==> src/rtl/dpg_pkg.sv <==
package dpg_pkg;

    typedef enum logic [1:0] {
        SEQ_IDLE = 2'd0,
        SEQ_RUN  = 2'd1,
        SEQ_DONE = 2'd2
    } seq_state_e;

    // One stage descriptor; toggle is bit 0, out_inv is bit 3.
    typedef struct packed {
        logic out_inv;
        logic tap_en;
        logic in_inv;
        logic toggle;
    } stage_cfg_t;

    // Width of register r when n bits are split into k registers.
    function automatic int reg_width(int r, int n, int k);
        int narrow = n / k;
        int wide   = n % k;
        return (r >= k - wide) ? narrow + 1 : narrow;
    endfunction

    // Lowest global bit index of register r.
    function automatic int reg_base(int r, int n, int k);
        int acc = 0;
        for (int i = 0; i < r; i++) acc += reg_width(i, n, k);
        return acc;
    endfunction

    // Register holding global bit b.
    function automatic int reg_of(int b, int n, int k);
        int res = 0;
        for (int r = 0; r < k; r++) if (b >= reg_base(r, n, k)) res = r;
        return res;
    endfunction

    // Global index of the stage feeding the serial input of bit b.
    function automatic int serial_src(int b, int n, int k);
        int r  = reg_of(b, n, k);
        int lo = reg_base(r, n, k);
        return (b == lo) ? lo + reg_width(r, n, k) - 1 : b - 1;
    endfunction

    // Global index of the last stage of the register holding bit b.
    function automatic int tap_src(int b, int n, int k);
        int r = reg_of(b, n, k);
        return reg_base(r, n, k) + reg_width(r, n, k) - 1;
    endfunction

    // Taps exist only on inner stages of a register.
    function automatic bit tap_active(bit tap_en, int pos, int w);
        return tap_en && (pos != 0) && (pos != w - 1);
    endfunction

endpackage

==> src/rtl/dpg_sigreg.sv <==
module dpg_sigreg
    import dpg_pkg::*;
#(
    parameter int             W   = 3,
    parameter logic [4*W-1:0] CFG = '0
) (
    input  logic         clk,
    input  logic         rst,
    input  logic         load,
    input  logic         step,
    input  logic [W-1:0] seed,
    input  logic [W-1:0] pi,
    output logic [W-1:0] po
);

    logic [W-1:0] q;
    logic [W-1:0] q_nxt;
    logic [W-1:0] oinv;

    for (genvar i = 0; i < W; i++) begin : g_stage
        localparam stage_cfg_t C   = CFG[4*i +: 4];
        localparam int         SI  = (i == 0) ? W - 1 : i - 1;
        localparam bit         TAP = tap_active(C.tap_en, i, W);
        logic d_in;
        logic fb;

        if (TAP) begin : g_tap
            assign fb = q[W-1];
        end else begin : g_notap
            assign fb = 1'b0;
        end

        assign d_in     = q[SI] ^ pi[i] ^ fb ^ C.in_inv;
        assign q_nxt[i] = C.toggle ? (q[i] ^ d_in) : d_in;
        assign oinv[i]  = C.out_inv;
        assign po[i]    = q[i] ^ C.out_inv;
    end

    always_ff @(posedge clk) begin
        if (rst)       q <= oinv;
        else if (load) q <= seed ^ oinv;
        else if (step) q <= q_nxt;
    end

endmodule

==> src/rtl/dpg_match.sv <==
module dpg_match #(
    parameter int                        N_BITS   = 8,
    parameter int                        N_PATS   = 6,
    parameter logic [N_PATS*N_BITS-1:0]  PATTERNS = '0
) (
    input  logic [N_BITS-1:0] po,
    output logic [N_PATS-1:0] hit
);

    for (genvar j = 0; j < N_PATS; j++) begin : g_cmp
        assign hit[j] = (po == PATTERNS[j*N_BITS +: N_BITS]);
    end

endmodule

==> src/rtl/dpg_modfn.sv <==
module dpg_modfn
    import dpg_pkg::*;
#(
    parameter int                        N_BITS    = 8,
    parameter int                        N_PATS    = 6,
    parameter int                        N_REGS    = 3,
    parameter logic [N_PATS*N_BITS-1:0]  PATTERNS  = '0,
    parameter logic [4*N_BITS-1:0]       STAGE_CFG = '0
) (
    input  logic [N_BITS-1:0] po,
    input  logic [N_PATS-1:0] sel,
    output logic [N_BITS-1:0] pi
);

    logic [N_BITS-1:0] target;
    logic [N_BITS-1:0] q;

    // Next list entry for the current position; last entry maps to itself.
    always_comb begin
        target = '0;
        for (int j = 0; j < N_PATS; j++) begin
            if (sel[j]) begin
                target |= PATTERNS[((j + 1 < N_PATS) ? j + 1 : j) * N_BITS +: N_BITS];
            end
        end
    end

    for (genvar b = 0; b < N_BITS; b++) begin : g_bit
        localparam stage_cfg_t C   = STAGE_CFG[4*b +: 4];
        localparam int         R   = reg_of(b, N_BITS, N_REGS);
        localparam int         LO  = reg_base(R, N_BITS, N_REGS);
        localparam int         W   = reg_width(R, N_BITS, N_REGS);
        localparam int         SI  = serial_src(b, N_BITS, N_REGS);
        localparam int         TP  = tap_src(b, N_BITS, N_REGS);
        localparam bit         TAP = tap_active(C.tap_en, b - LO, W);
        logic fb;
        logic self_q;

        assign q[b] = po[b] ^ C.out_inv;

        if (TAP) begin : g_tap
            assign fb = q[TP];
        end else begin : g_notap
            assign fb = 1'b0;
        end

        if (C.toggle) begin : g_tgl
            assign self_q = q[b];
        end else begin : g_dff
            assign self_q = 1'b0;
        end

        assign pi[b] = (target[b] ^ C.out_inv) ^ q[SI] ^ fb ^ C.in_inv ^ self_q;
    end

endmodule

==> src/rtl/dpg_ctrl.sv <==
module dpg_ctrl
    import dpg_pkg::*;
#(
    parameter int N_PATS     = 6,
    parameter bit USE_ONEHOT = 1'b0
) (
    input  logic              clk,
    input  logic              rst,
    input  logic              start,
    input  logic              last_hit,
    output logic              load,
    output logic              step,
    output logic              valid,
    output logic              done,
    output logic [N_PATS-1:0] cnt_oh
);

    seq_state_e st;
    seq_state_e st_nxt;

    always_comb begin
        st_nxt = st;
        load   = 1'b0;
        step   = 1'b0;
        if (start) begin
            load   = 1'b1;
            st_nxt = SEQ_RUN;
        end else if (st == SEQ_RUN) begin
            if (last_hit) st_nxt = SEQ_DONE;
            else          step   = 1'b1;
        end
    end

    always_ff @(posedge clk) begin
        if (rst) st <= SEQ_IDLE;
        else     st <= st_nxt;
    end

    assign valid = (st == SEQ_RUN);
    assign done  = (st == SEQ_DONE);

    if (USE_ONEHOT) begin : g_onehot
        logic [N_PATS-1:0] cnt;
        always_ff @(posedge clk) begin
            if (rst)       cnt <= '0;
            else if (load) cnt <= N_PATS'(1);
            else if (step) cnt <= cnt << 1;
        end
        assign cnt_oh = cnt;
    end else begin : g_nocnt
        assign cnt_oh = '0;
    end

endmodule

==> src/rtl/dpg_seqgen.sv <==
module dpg_seqgen
    import dpg_pkg::*;
#(
    parameter int                        N_BITS     = 8,
    parameter int                        N_PATS     = 6,
    parameter int                        N_REGS     = 3,
    parameter bit                        USE_ONEHOT = 1'b0,
    parameter logic [N_PATS*N_BITS-1:0]  PATTERNS   =
        {8'h00, 8'h5A, 8'hFF, 8'h01, 8'hA5, 8'h3C},
    parameter logic [4*N_BITS-1:0]       STAGE_CFG  = 32'h9C3A_51E6
) (
    input  logic              clk,
    input  logic              rst,
    input  logic              start,
    output logic [N_BITS-1:0] pat_o,
    output logic              pat_vld,
    output logic              seq_done
);

    localparam int LAST = N_PATS - 1;

    logic              load;
    logic              step;
    logic              last_hit;
    logic [N_PATS-1:0] cnt_oh;
    logic [N_PATS-1:0] match;
    logic [N_PATS-1:0] sel;
    logic [N_BITS-1:0] po_all;
    logic [N_BITS-1:0] pi_all;

    dpg_ctrl #(.N_PATS(N_PATS), .USE_ONEHOT(USE_ONEHOT)) u_ctrl (
        .clk      (clk),
        .rst      (rst),
        .start    (start),
        .last_hit (last_hit),
        .load     (load),
        .step     (step),
        .valid    (pat_vld),
        .done     (seq_done),
        .cnt_oh   (cnt_oh)
    );

    dpg_match #(.N_BITS(N_BITS), .N_PATS(N_PATS), .PATTERNS(PATTERNS)) u_match (
        .po  (po_all),
        .hit (match)
    );

    assign sel      = USE_ONEHOT ? cnt_oh : match;
    assign last_hit = sel[LAST];

    dpg_modfn #(
        .N_BITS    (N_BITS),
        .N_PATS    (N_PATS),
        .N_REGS    (N_REGS),
        .PATTERNS  (PATTERNS),
        .STAGE_CFG (STAGE_CFG)
    ) u_modfn (
        .po  (po_all),
        .sel (sel),
        .pi  (pi_all)
    );

    for (genvar r = 0; r < N_REGS; r++) begin : g_reg
        localparam int W  = reg_width(r, N_BITS, N_REGS);
        localparam int LO = reg_base(r, N_BITS, N_REGS);
        dpg_sigreg #(.W(W), .CFG(STAGE_CFG[4*LO +: 4*W])) u_reg (
            .clk  (clk),
            .rst  (rst),
            .load (load),
            .step (step),
            .seed (PATTERNS[LO +: W]),
            .pi   (pi_all[LO +: W]),
            .po   (po_all[LO +: W])
        );
    end

    assign pat_o = po_all;

endmodule

==> config.mk <==
export PLATFORM = sky130hd
export DESIGN_NAME = dpg_seqgen
export DESIGN_NICKNAME = d
export VERILOG_FILES = /design/src/rtl/dpg_pkg.sv /design/src/rtl/dpg_sigreg.sv /design/src/rtl/dpg_match.sv /design/src/rtl/dpg_modfn.sv /design/src/rtl/dpg_ctrl.sv /design/src/rtl/dpg_seqgen.sv
export SDC_FILE = /design/constraint.sdc
export NUM_CORES = 1
export LEC_CHECK = 0
export BUFFER_PORTS_ARGS = -buffer_cell sky130_fd_sc_hd__buf_2
export CORE_UTILIZATION = 45
export DETAILED_ROUTE_END_ITERATION = 8
export PLACE_DENSITY = 0.76
export SLEW_MARGIN = 15
export SYNTH_ARGS = -nofsm -noshare
export SYNTH_HDL_FRONTEND = slang
export SYNTH_HIERARCHICAL = 1
export SYNTH_SLANG_ARGS = --single-unit
==> constraint.sdc <==
create_clock -name clk -period 5.4 [get_ports clk]
set_input_delay 0.81 -clock clk [delete_from_list [all_inputs] [get_ports clk]]
set_output_delay 0.81 -clock clk [all_outputs]
set_load 0.02 [all_outputs]
==> results, run 1 <==
- The final critical path takes up 48.2% of the cycle.
- During I/O placement, the number of pins put on the boundary was 13.
- The endpoint of the lowest-slack register-to-register path is g_reg[1].u_reg/q[1].
- During synthesis, Yosys emitted a total of 6 warnings.
- Global routing consumed, on the met2 layer, 34.6% of the routing resources.
- The cell chosen for the clock root is sky130_fd_sc_hd__clkbuf_4.
- The critical path capture point is g_reg[1].u_reg/q[1].
- TritonCTS built the clock tree.
- The area growth from synthesis to layout is 10.2%.
- The repair_antennas step left the layout with diodes totalling 0.
- The vertical extent of the die is 46.3 microns.
- The highest cell delay on the worst timing path is 0.57 ns.
- The number of cells in the design after placement is 143.
- Entering global routing, the biggest net connects 19 pins.
- The clock network accounts for 22.2% of the total power.
- The number of buffer cells added on primary ports is 12.
- The achievable clock frequency is 384 MHz.
- The wire length reported by the detailed router is 1780 microns.
- The number of hold buffers added after CTS was 0.
- The data arrival at the endpoint of the critical path is 2.78 ns.
- The final hold violation count is 0.
- Synthesis produced 107 cells.
- The library cell contributing the largest single delay on the critical path is sky130_fd_sc_hd__or4_4.
- The routed layout has 760 vias.
- The smallest clock period supported by the final layout is computed as 2.60 ns.
- The horizontal extent of the die is 46.3 microns.
- The clock passes through at most 2 buffers.
- Summing all multi-input logic gate instances after layout gives 624 sq um.
- The global-route wire length before repair is 2990 microns.
- The final number of setup-violating endpoints is 0.
- The layer with the highest usage after global routing is met2.
- The flip-flop and latch area is 200 sq um.
- The number of nets with antenna violations after detailed routing is 0.
- The number of filler cells placed in the layout is 175.
- The total power density per cell area is 236 nW/um^2.
- The total die area is 2140 sq um.
- The power share of the sequential group is 39.0%.
- The startpoint identified for the worst register-to-register timing path is g_reg[1].u_reg/q[2].
- The first TritonRoute pass finished after 4 iterations.
- The buffers inserted during post-CTS setup optimization is 0.
- The post-CTS clock slew at the launch and capture registers of the worst setup and hold paths is 0.07 ns.
- Setup repair after global routing left no endpoint under its margin.
- The reg-to-reg setup timing slack is 2.80 ns.
- The number of antenna violations at the first check in global routing is 0.
- The initial core utilization is 49.5%.
- Along the worst path, the maximum fanout reaches 6.
- After clock tree synthesis, the repair step resized 0 gates.
- The met3 track utilization from global routing is 7.06%.
- The number of nets in the layout is 126.
- In the global route stage, overall resource usage came out at 20.3%.
- The via count of the first global-routing pass is 703.
- Traced cell by cell, the critical path runs through inv_1 -> or4_4 -> nor4_4 -> nor2_1 -> xnor3_1 -> xor3_1 -> a21o_1 -> a311oi_2.
- In the final routed layout, each cell accounts on average for 12.2 microns.
- The synthesized netlist occupies a cell area of 882 sq um.
- CTS saw 10 sinks.
- Clock skew on the completed layout was measured at 0.00645 ns.
- The number of maximum-capacitance constraint violations is 0.
- The count of cells in the finished layout, fillers not included, comes to 146.
- The run finished with clean final reports.
- The launching instance or port of the critical path is g_reg[1].u_reg/q[2].
- The leakage dissipation is 0.429 nW.
- At the pin with the least slew margin, the transition time is 0.759 ns.
- Routability-driven placement finished with a final weighted congestion of 0.768.
- IR analysis of the VDD net gives a maximum drop of 0.132 mV.
- For this run, design rule violations remaining after detail routing come to 0.
- The total overflow reported by the global router is 0.
- The final-report max-slew violation count came to 0.
- At the worst endpoint, the required time is 5.58 ns.
- The type of the setup path with the least slack is reg -> reg.
- The detailed placer's ending HPWL is 1310 microns.
- The startpoint of the lowest-slack hold path is u_ctrl/st[1].
- The floorplan has 15 rows.
- The detailed-route vias per instance is 5.21.
- The clock latency on the worst-skew pair is 0.27 ns.
- Net switching is 35.5% of the power.
- For this run, global-route usage on met1 was measured as 24.0%.
- In the final timing run, aggregate negative setup slack is 0 ns.
- The element type at the critical path start is a flip-flop.
- The share of total power dissipated in combinational logic is 38.8%.
- The core region is 1780 sq um.
- The number of buffers created by CTS is 3.
- A synthesized cell averages 8.24 sq um.
- The H-tree level count is 1.
- The total internal power is 0.148 mW.
- Along the worst hold path, the cell count comes to 2.
- The relative slew slack is 49.2%.
- The post-route netlist has 19.0% of its cells at a drive strength greater than 1.
- STA classifies the critical path endpoint as a flip-flop.
- The switching power total is 0.0813 mW.
- The worst reg2reg path depth is 8.
- The type of the tightest min-delay check is reg -> reg.
- After the first detailed-routing iteration, the DRC count stood at 22.
[power by group through the flow]
stage	Combinational, mW	Sequential, mW	Clock (mW)
after floorplan	0.0807	0.0854	0
after global routing	0.0982	0.0905	0.0581
final	0.0888	0.0894	0.0508
after global placement	0.0857	0.0906	0
after detailed placement	0.0889	0.0911	0
after CTS	0.0893	0.0894	0.0539
[worst min path at each step]
stage | endpoint | slack (ns)
final | u_ctrl/st[1] | 0.56
after global routing | u_ctrl/st[0] | 0.59
after CTS | u_ctrl/st[1] | 0.57
after detailed placement | u_ctrl/st[1] | 0.55
after global placement | u_ctrl/st[1] | 0.54
after floorplan | g_reg[1].u_reg/q[0] | 0.51
[routing by layer]
metal	part of all wire (%)	wire, microns
met3	4.4	78
met5	0	0
met4	0.67	12
met1	46	827
met2	48	860
[critical path: cells and delay by family (launching register included)]
kind,cells,cell delay (ns)
flops,1,0.38
simple gates,3,1.06
compound gates,2,0.45
buf+inv,1,0.14
xor+xnor,2,0.49
[layout make-up]
cell class	instances	area share (%)
clock buffer	3	2.32
multi-input combinational	87	64.2
sequential	10	20.6
inverter	9	3.47
tap	25	3.22
timing repair buffer	12	6.18
[state kept, by name, indices dropped and copies added, names as in the netlist]
signal,count
g.u_reg/q,8
u_ctrl/st,2
[through the flow]
stage          utilization [%]  hold WS, ns  instance area (sq um)  setup slack (ns)  total power, mW
2_1_floorplan                -        0.505                    905              2.96            0.166
3_3_place_gp              53.3        0.538                    950              2.88            0.176
3_5_place_dp              53.3        0.554                    950              2.81            0.180
4_1_cts                   54.5        0.565                    972              2.78            0.233
5_1_grt                   54.5        0.595                    972              2.68            0.247
6_report                  54.5        0.563                    972              2.80            0.229
[placed cells by master, fill, tap and decap left out, types with 2 or more instances in the layout]
cell                        count
sky130_fd_sc_hd__nand4_1        3
sky130_fd_sc_hd__a211o_1        2
sky130_fd_sc_hd__clkbuf_4       3
sky130_fd_sc_hd__or4_1          2
sky130_fd_sc_hd__a21o_1         2
sky130_fd_sc_hd__xor2_1         4
sky130_fd_sc_hd__nor2b_1        2
sky130_fd_sc_hd__nand2_1        4
sky130_fd_sc_hd__dfxtp_1       10
sky130_fd_sc_hd__and3_1         2
sky130_fd_sc_hd__a2111oi_0      2
sky130_fd_sc_hd__nor3b_1        2
sky130_fd_sc_hd__a21oi_1        4
sky130_fd_sc_hd__o21ai_0        2
sky130_fd_sc_hd__nor2_1        14
sky130_fd_sc_hd__buf_2         12
sky130_fd_sc_hd__inv_1          9
sky130_fd_sc_hd__or3_1          2
sky130_fd_sc_hd__xnor2_1       13
sky130_fd_sc_hd__nor3_1         4
sky130_fd_sc_hd__conb_1         8
Power figures use the tool's default switching activity.
==> run 2: changes to the inputs <==
ABC_AREA = 1   (was not set)
PLACE_DENSITY = 0.75   (was 0.76)
clock period = 2.6 ns   (was 5.4 ns; I/O delays follow)
==> run 2 against run 1 <==
- cell count up 59%
- die area up 19%
- sequential share of layout area down 3.6 points
- sequential cell count unchanged
- critical path depth up 6
- clock-buffer cell count up 1
- final area up 21%
- synthesized area up 20%
- global-route usage down 2.2 points
- critical path type unchanged
==> results, run 2 <==
- The flow ran to the end, and the final reports show no timing, DRC or antenna violations.
- The total overflow reported by the global router is 0.
- In this run, post-CTS repair resized a total of 0 instances.
- Dividing the detail-routed wire length by the instance count gives 8.72 microns.
- The element type at the critical path start is a flip-flop.
- Cells fill 53.4% of the core in the end.
- The count of standard-cell rows is 17.
- The wire length reported by the detailed router is 2020 microns.
- The final-report max-slew violation count was 0.
- The number of buffer cells added on primary ports is 12.
- The final hold violation count is 0.
- After detailed placement, the total cell area comes to 1140 sq um.
- The count of cells in the finished layout, fillers not included, comes to 232.
- The top cell types in the final layout, fill and taps aside, are sky130_fd_sc_hd__nand2_1 (60), sky130_fd_sc_hd__inv_1 (33), sky130_fd_sc_hd__nor2_1 (19), sky130_fd_sc_hd__buf_2 (12).
- The final critical path takes up 71.9% of the cycle.
- For this run, design rule violations remaining after detail routing come to 0.
- The data arrival at the endpoint of the critical path is 2.08 ns.
- The longest clock path from root to sink contains 2 buffers.
- In this run the clock root is driven by a sky130_fd_sc_hd__clkbuf_4.
- The endpoint class of the critical path is a flip-flop.
- The min-delay analysis places its worst path in the category in -> reg.
- Post-CTS timing repair inserted 0 buffers for setup.
- Counting the buffers created by CTS gives 3.
- The routed via count is 1042.
- On the final layout, the worst hold slack is 0.428 ns.
- The leakage dissipation is 0.671 nW.
- The cell area that synthesis handed to floorplanning was 1060 sq um.
- The detail route stage leaves a number of antenna-violating nets equal to 0.
- The pin count of the biggest net entering global routing is 17.
- The register with the most flip-flops in the final layout is g.u_reg/q.
- The largest fanout on the critical path is 10.
- The type of the setup path with the least slack is reg -> reg.
- The number of cells in the design after placement is 228.
- The post-route cell area is 1180 sq um.
- The via count of the first global-routing pass is 906.
- The horizontal extent of the die is 50.5 microns.
- The CTS tree is yes.
- Measured along the y axis, the die boundary spans 50.5 microns.
- The count of routing violations after the opening detailed-route iteration is 18.
- After clock tree synthesis, the clock-pin slew on the worst setup and hold paths is 0.07 ns.
- In this run the number of H-tree levels came out at 1.
- The number of flip-flops in the largest register is 8.
- The final critical-path setup slack is 0.730 ns.
- Leaving out fill and tap cells, the most frequent cell in the layout is sky130_fd_sc_hd__nand2_1.
- For the worst setup path, the data required time is 2.81 ns.
- The wire-length estimate of the detail-placed layout is 1540 microns.
- The tool flagged a number of max-cap violations equal to 0.
- The initial core utilization is 47.8%.
- Summing internal, switching and leakage power gives 0.524 mW.
- Based on the critical path, the design can be clocked at up to 535 MHz.
- Cells with a size suffix above 1 make up 18.6% of the layout.
- IR analysis of the VDD net gives a maximum drop of 0.449 mV.
- For the worst-skew pair, the clock arrives at the later sink with an insertion delay of 0.27 ns.
- Between clock sinks in the finished design, the worst skew comes to 0.00109 ns.
- From synthesis to final layout, the design area changed by 11.7%.
- 13 I/O pins were placed.
- Setup violations remaining at the end of the flow were counted as 0.
- The number of hold buffers added after CTS was 0.
- The clock net sink count is 10.
- Before CTS, the worst setup slack after placement is 0.721 ns.
- The region available for standard cell placement spans 2210 sq um.
- The number of filler cells placed in the layout is 257.
- Across every metal layer, demand over resource in global routing totals 18.1%.
- The diode insertion count for antenna repair is 0.
- After detailed routing, the number of vias per cell comes to 4.49.
- The clock period minus worst slack is 1.87 ns.
- The setup TNS after final layout is 0 ns.
- The total of warnings raised by yosys is 6.
- The number of nets in the layout is 208.
- The number of antenna violations at the first check in global routing is 0.
- The congestion estimate from routability-driven global placement came to 0.765.
- Power spread over the standard cell area amounts to 443 nW/um^2.
- In the final layout, the registers with the most flip-flops are g.u_reg/q (8), u_ctrl/st (2).
- Setup repair after global routing left no endpoint under its margin.
- The first global-routing pass estimated 3600 microns of wire.
- The cell count after synthesis came out at 186.
- A synthesized cell averages 5.68 sq um.
- Before antenna repair, the detailed router went through 4 iterations.
- The floorplan step defined a die boundary enclosing 2550 sq um.
-- run 2: critical path, stage by stage (launching register included) --
cell and delay (ns):
sky130_fd_sc_hd__dfxtp_1 0.42, sky130_fd_sc_hd__inv_2 0.13, sky130_fd_sc_hd__nor2_1 0.12, sky130_fd_sc_hd__nand2_1 0.09, sky130_fd_sc_hd__nor2_2 0.26, sky130_fd_sc_hd__o21ai_0 0.17, sky130_fd_sc_hd__nand3_1 0.10, sky130_fd_sc_hd__nand2_1 0.05
sky130_fd_sc_hd__inv_1 0.08, sky130_fd_sc_hd__inv_1 0.05, sky130_fd_sc_hd__nand2_1 0.05, sky130_fd_sc_hd__nand2_1 0.05, sky130_fd_sc_hd__nand2_1 0.07, sky130_fd_sc_hd__nand3_2 0.06, sky130_fd_sc_hd__a21oi_2 0.11
-- run 2: metal layers --
| layer | GRT usage (%) | up-vias | share of wire, % |
|---|---|---|---|
| li1 | - | 588 | - |
| met1 | 23.4 | 440 | 52 |
| met2 | 30.7 | 14 | 44 |
| met3 | 5.45 | 0 | 4.1 |
| met4 | 1.39 | 0 | 0 |
| met5 | 0 | - | 0 |
-- run 2: where the power goes --
group / total [mW] / internal [mW] / switching [mW]
clock network: 0.142 / 0.0851 / 0.0566
logic: 0.198 / 0.0728 / 0.125
registers: 0.184 / 0.165 / 0.0191
total: 0.524 / 0.323 / 0.201
-- run 2: final cells by class --
class | instances | area, sq um | share of cell area (%)
tap | 28 | 35.0 | 2.97
timing repair buffer | 13 | 67.6 | 5.72
inverter | 38 | 143 | 12.1
multi-input combinational | 139 | 699 | 59.2
sequential | 10 | 200 | 16.9
clock buffer | 4 | 36.3 | 3.07
-- run 2: path summary, 6_finish.rpt --
path	from	to	slack [ns]	cells after the start
worst max-delay path	g_reg[1].u_reg/q[2]	g_reg[1].u_reg/q[1]	0.73	14
worst min-delay path	rst	g_reg[2].u_reg/q[0]	0.43	2
worst max register to register	g_reg[1].u_reg/q[2]	g_reg[1].u_reg/q[1]	0.73	14
worst min register to register	g_reg[0].u_reg/q[1]	g_reg[0].u_reg/q[1]	0.50	2
